--- config.mk ---
export PLATFORM = sky130hd
export DESIGN_NAME = fp32_to_fp16_pack
export DESIGN_NICKNAME = d
export VERILOG_FILES = /design/src/rtl/f2h_pkg.sv /design/src/rtl/f2h_round_sel.sv /design/src/rtl/f2h_lane.sv /design/src/rtl/fp32_to_fp16_pack.sv
export SDC_FILE = /design/constraint.sdc
export NUM_CORES = 1
export LEC_CHECK = 0
export BUFFER_PORTS_ARGS = -buffer_cell sky130_fd_sc_hd__buf_2
export CORE_AREA = 8 8 245 247
export DETAILED_ROUTE_END_ITERATION = 12
export DIE_AREA = 0 0 253 255
export PLACE_DENSITY = 0.79
export SYNTH_ARGS = -nofsm -noshare
export SYNTH_HDL_FRONTEND = slang
export SYNTH_HIERARCHICAL = 1
export SYNTH_SLANG_ARGS = --single-unit
--- constraint.sdc ---
create_clock -name clk -period 0.89 [get_ports clk]
set_clock_uncertainty 0.15 [all_clocks]
set_input_delay 0 -clock clk [delete_from_list [all_inputs] [get_ports clk]]
set_output_delay 0 -clock clk [all_outputs]
set_load 0.02 [all_outputs]
--- src/rtl/f2h_pkg.sv ---
package f2h_pkg;

  typedef enum logic [1:0] {
    RM_NEAR = 2'b00,
    RM_DOWN = 2'b01,
    RM_UP   = 2'b10,
    RM_ZERO = 2'b11
  } f2h_rm_e;

  typedef struct packed {
    logic inv;
    logic den;
    logic ovf;
    logic unf;
    logic pre;
  } f2h_flags_t;

  typedef struct packed {
    logic [15:0] h;
    f2h_flags_t  fl;
  } f2h_res_t;

  // Saturated magnitude on overflow: infinity unless rounding leans toward zero.
  function automatic logic [15:0] f2h_ovf_pick(input logic s, input f2h_rm_e rm);
    logic to_inf;
    case (rm)
      RM_NEAR: to_inf = 1'b1;
      RM_DOWN: to_inf = s;
      RM_UP:   to_inf = !s;
      default: to_inf = 1'b0;
    endcase
    return to_inf ? {s, 15'h7C00} : {s, 15'h7BFF};
  endfunction

  // One lane of binary32 -> binary16 conversion with flags.
  function automatic f2h_res_t f2h_convert(input logic [31:0] x, input f2h_rm_e rm,
                                           input logic daz);
    f2h_res_t    r;
    logic        s;
    logic [7:0]  e;
    logic [22:0] m;
    logic [23:0] sig;
    logic [49:0] wide, shd;
    logic [11:0] kept, rnded;
    logic [16:0] mag;
    logic        rb, sb, inex, inc;
    int          ue, sh;
    r = '0;
    s = x[31];
    e = x[30:23];
    m = x[22:0];
    if (e == 8'hFF) begin
      if (m != '0) begin
        r.h      = {s, 5'h1F, 1'b1, m[21:13]};
        r.fl.inv = !m[22];
      end else begin
        r.h = {s, 15'h7C00};
      end
    end else if (e == 8'h00 && (m == '0 || daz)) begin
      r.h = {s, 15'h0000};
    end else begin
      r.fl.den = (e == 8'h00);
      sig = {e != 8'h00, m};
      ue  = (e == 8'h00) ? -126 : int'(e) - 127;
      if (ue >= 16) begin
        r.fl.ovf = 1'b1;
        r.fl.pre = 1'b1;
        r.h      = f2h_ovf_pick(s, rm);
      end else begin
        sh = (ue >= -14) ? 13 : 13 + (-14 - ue);
        if (sh > 25) sh = 25;
        wide  = {sig, 26'b0};
        shd   = wide >> sh;
        kept  = 12'(shd >> 26);
        rb    = shd[25];
        sb    = |shd[24:0];
        inex  = rb | sb;
        case (rm)
          RM_NEAR: inc = rb & (sb | kept[0]);
          RM_DOWN: inc = inex & s;
          RM_UP:   inc = inex & !s;
          default: inc = 1'b0;
        endcase
        rnded = kept + {11'b0, inc};
        mag   = (ue >= -14) ? (17'(ue + 14) << 10) : 17'd0;
        mag   = mag + {5'b0, rnded};
        if (mag >= 17'h07C00) begin
          r.fl.ovf = 1'b1;
          r.fl.pre = 1'b1;
          r.h      = f2h_ovf_pick(s, rm);
        end else begin
          r.h      = {s, mag[14:0]};
          r.fl.pre = inex;
          r.fl.unf = inex && (ue < -14);
        end
      end
    end
    return r;
  endfunction

endpackage

--- src/rtl/f2h_round_sel.sv ---
module f2h_round_sel
  import f2h_pkg::*;
(
  input  logic [7:0] ctrl_byte,
  input  logic [1:0] glb_round,
  output f2h_rm_e    rm_eff,
  output logic       use_glb
);
  // Only bits 2:0 of the control byte take part in the choice.
  assign use_glb = ctrl_byte[2];
  assign rm_eff  = use_glb ? f2h_rm_e'(glb_round) : f2h_rm_e'(ctrl_byte[1:0]);
endmodule

--- src/rtl/f2h_lane.sv ---
module f2h_lane
  import f2h_pkg::*;
(
  input  logic [31:0] word,
  input  f2h_rm_e     rm,
  input  logic        daz,
  output logic [15:0] half,
  output f2h_flags_t  flags
);
  f2h_res_t res;
  assign res   = f2h_convert(word, rm, daz);
  assign half  = res.h;
  assign flags = res.fl;
endmodule

--- src/rtl/fp32_to_fp16_pack.sv ---
module fp32_to_fp16_pack
  import f2h_pkg::*;
#(
  parameter int LANES  = 8,
  parameter int NARROW = 4
) (
  input  logic                 clk,
  input  logic                 rst_n,
  input  logic                 in_valid,
  input  logic                 wide_mode,
  input  logic [7:0]           ctrl_byte,
  input  logic [1:0]           glb_round,
  input  logic                 glb_daz,
  input  logic [LANES*32-1:0]  src,
  output logic                 out_valid,
  output logic [LANES*32-1:0]  dst,
  output logic                 flg_invalid,
  output logic                 flg_denorm,
  output logic                 flg_overflow,
  output logic                 flg_underflow,
  output logic                 flg_precision
);
  localparam int SW = 32;
  localparam int HW = 16;
  localparam int BUS_W = LANES * SW;

  f2h_rm_e         rm_eff;
  logic            use_glb;
  logic [HW-1:0]   lane_half  [LANES];
  f2h_flags_t      lane_flags [LANES];
  logic [LANES-1:0] lane_act;
  logic [BUS_W-1:0] dst_nxt;
  f2h_flags_t      flg_nxt, flg_q;

  f2h_round_sel u_rsel (
    .ctrl_byte (ctrl_byte),
    .glb_round (glb_round),
    .rm_eff    (rm_eff),
    .use_glb   (use_glb)
  );

  for (genvar i = 0; i < LANES; i++) begin : g_lane
    f2h_lane u_lane (
      .word  (src[SW*i +: SW]),
      .rm    (rm_eff),
      .daz   (glb_daz),
      .half  (lane_half[i]),
      .flags (lane_flags[i])
    );
    if (i < NARROW) begin : g_always
      assign lane_act[i] = 1'b1;
    end else begin : g_wide_only
      assign lane_act[i] = wide_mode;
    end
  end

  always_comb begin
    dst_nxt = '0;
    flg_nxt = '0;
    for (int i = 0; i < LANES; i++) begin
      if (lane_act[i]) begin
        dst_nxt[HW*i +: HW] = lane_half[i];
        flg_nxt             = flg_nxt | lane_flags[i];
      end
    end
  end

  always_ff @(posedge clk or negedge rst_n) begin
    if (!rst_n) begin
      out_valid <= 1'b0;
      dst       <= '0;
      flg_q     <= '0;
    end else begin
      out_valid <= in_valid;
      if (in_valid) begin
        dst   <= dst_nxt;
        flg_q <= flg_nxt;
      end
    end
  end

  assign flg_invalid   = flg_q.inv;
  assign flg_denorm    = flg_q.den;
  assign flg_overflow  = flg_q.ovf;
  assign flg_underflow = flg_q.unf;
  assign flg_precision = flg_q.pre;
endmodule

==> run summary, run 1 <==
GR Util All Layers: 0.922
Die H: 255 um
Grt ovf: 1816
Final GP Congestion: 1.03
Std cell rows: 87
Avg Cell Area, Syn: 7.17 um2
Dpl hpwl: 112000 um
Die width: 253 um
Sinks on the clock net: 134
H-tree lvl count: 4
CTS root buf: clkbuf_16
Post-Syn Area: 0.0294 mm2
Largest net degree at the start of global routing: 41
First Err: [ERROR GRT-0232] Routing congestion too high. Check the congestion heatmap in the GUI.
Halt Stage: global routing (5_1_grt)
Synth warn: 6
Clk buf depth: 2
Mapped Cells: 4105
I/O Pins: 533
Initial Utilization: 0.526
Worst endpoint pin kind: register data pin
Grt repair worst endpoint: dst[36]$_DFFE_PN0P_/D
Run status: did not finish
Number of CTS-inserted buffers: 17
# port buffers: 399
## repair_timing
| item | in CTS |
|---|---|
| pin swaps | 186 |
| resized for setup | 865 |
| hold buffers | 10 |
| gates cloned | 5 |
| setup buffers | 204 |
| setup endpoints to repair | 263 |
| hold endpoints to repair | 267 |
## metrics by stage
stage	hold WS (ps)	cell area [um2]	TNS, ps	setup WS, ps	cells
CTS	-302	49800	-656830	-5220	6821
detailed placement	-328	44100	-706100	-6130	6577
global placement	-328	44100	-690750	-5940	6577
floorplan	-446	31500	-623620	-5570	4232
## layer usage
metal / GRT overflow / global-route usage
met1: 71 / 0.871
met2: 1059 / 1.05
met3: 85 / 0.826
met4: 600 / 1.01
met5: 1 / 0.603
==> run 2: changes to the inputs <==
CORE_AREA = 8 8 281 283   (was 8 8 245 247)
DIE_AREA = 0 0 289 291   (was 0 0 253 255)
PLACE_DENSITY = default   (was 0.79)
PLACE_DENSITY_LB_ADDON = 0.15   (was default)
clock period = 1.15 ns   (was 0.89 ns; I/O delays follow)
==> run summary, run 2 <==
Buf/Inv on CP: 4
Most frequent cells in the layout: buf_4 (1672), buf_2 (342), nand2_1 (285)
Initial antenna violation count: 18
GR Util All Layers: 0.324
Reg2Reg Depth: 1
HP Class: input port to asynchronous set/reset pin
Worst Setup Start Kind: input port
CTS clock-pin slew for the worst setup and hold paths: 70 ps
Tmin final: 6230 ps
Grt ovf: 0
Fmax: 160 MHz
Routed length per placed instance: 20.6 um
FF-to-FF Start: dst[42]
Slowest-stage cell, CP: or4b_4
CTS tree: yes
Number of remaining DRC errors: 0
Layout Nets: 6485
Biggest register: dst
Arrival @ worst endpoint: 6430 ps
Reg-to-reg setup timing slack: 150 ps
Final Hold Viols: 27
Layout cells sized above 1: 0.513
Via count: 41200
Dpl hpwl: 114000 um (was 112000 um)
Iteration-0 DRC Markers: 3600
Worst setup margin: -5080 ps
Setup CP Type: input port to register
Core region area: 0.0748 mm2
Failing checks: hold timing, setup timing
Avg Cell Area, Syn: 7.17 um2 (unchanged)
CTS root buf: clkbuf_16 (unchanged)
Skew-Pair Late Insertion Delay: 490 ps
# port buffers: 399 (unchanged)
Max reg flops: 128
FF-to-FF End: dst[42]
Mapped Cells: 4105 (unchanged)
Largest net degree at the start of global routing: 41
Die width: 289 um (was 253 um)
Tightest Pin Transition: 767 ps
Drt total wl: 147000 um
Critical path peak fanout: 7
Fin Hold WS: -126 ps
VDD IR-drop max: 1.30 mV
Sinks on the clock net: 134 (unchanged)
Filler Cells Inserted: 6218
Final GP Congestion: 1.01 (was 1.03)
Initial Utilization: 0.393 (was 0.526)
Full die area: 0.0841 mm2
Slew headroom: 0.476
Leading cell type in the layout, fill and taps excluded: buf_4
Area Overhead vs Synth: 75.6%
Vias/cell: 5.78
Die H: 291 um (was 255 um)
I/O Pins: 533 (unchanged)
Largest delay share family, worst path: compound AO/OA/AOI/OAI gates
MaxCap Viol Count: 0
Pre-CTS setup slack: -6380 ps (was -6130 ps)
Max incr delay on CP: 600 ps
Post-Syn Area: 0.0294 mm2 (unchanged)
RSZ-0062 raised after global routing: yes
Sum Neg Setup Slack: -599290 ps
Std cell rows: 101 (was 87)
Antenna-violating nets left: 0
Vias in the first global route: 40400
First-pass GRT wire length: 222000 um
CP Capture Type: register
Run status: finished, violations left (was did not finish)
Final setup fails: 258
Final period utilization: 5.42
Lkg Pwr: 24.1 nW
H-tree lvl count: 4 (unchanged)
Number of CTS-inserted buffers: 17 (unchanged)
Pwr dens: 818 mW/mm2
Clk buf depth: 2 (unchanged)
Worst EP required: 1350 ps
Pre-antenna DRT Iters: 6
Synth warn: 6 (unchanged)
Pins Over Slew Limit: 0
==> run 2: routing by layer <==
layer | vias to the layer above | GRT usage | part of all wire
li1 | 19300 | - | -
met1 | 19700 | 0.405 | 0.40
met2 | 1791 | 0.542 | 0.47
met3 | 402 | 0.0657 | 0.077
met4 | 14 | 0.127 | 0.043
met5 | - | 0 | 0.00064
==> run 2: stage by stage <==
step | hold WS, ps | total power (W) | cell area (um2) | util | cells
after floorplan | -446 | 0.0198 | 31500 | - | 4232
after global placement | -174 | 0.0312 | 44100 | 0.590 | 6775
after detailed placement | -171 | 0.0313 | 44100 | 0.590 | 6775
after CTS | -151 | 0.0403 | 49400 | 0.660 | 7028
after global routing | -135 | 0.0445 | 51700 | 0.691 | 7113
final | -126 | 0.0423 | 51700 | 0.691 | 7119
==> run 2: what timing repair did <==
action                     CTS  global route
resized for setup          626           367
pin swaps                  247           227
hold endpoints to repair   262            28
setup endpoints to repair  259           260
gates cloned                 3             1
buffers inserted           153            96
hold buffers                74             1
==> run 2: layout make-up <==
class / count / area, um2 / share of cell area
inverter: 195 / 815 / 0.0158
tap: 978 / 1220 / 0.0237
sequential: 134 / 3360 / 0.0650
clock inverter: 13 / 170 / 0.00329
timing repair buffer: 2296 / 17700 / 0.342
multi-input combinational: 3474 / 27900 / 0.541
antenna: 10 / 25.0 / 0.000484
clock buffer: 19 / 443 / 0.00857
==> run 2: worst max path at each step <==
stage          startpoint            end  cells after the start
5_1_grt           src[90]  flg_precision                     30
3_3_place_gp      src[87]  flg_precision                     31
4_1_cts          src[247]  flg_underflow                     36
2_1_floorplan    src[247]       dst[121]                     34
6_report          src[87]  flg_precision                     31
3_5_place_dp      src[87]  flg_precision                     31
==> run 2: power breakdown <==
part	switching [W]	total, W	internal (W)
logic	0.0156	0.0299	0.0142
clock network	0.00267	0.00616	0.00349
registers	0.000679	0.00623	0.00555
(Power assumes the default switching activity.)
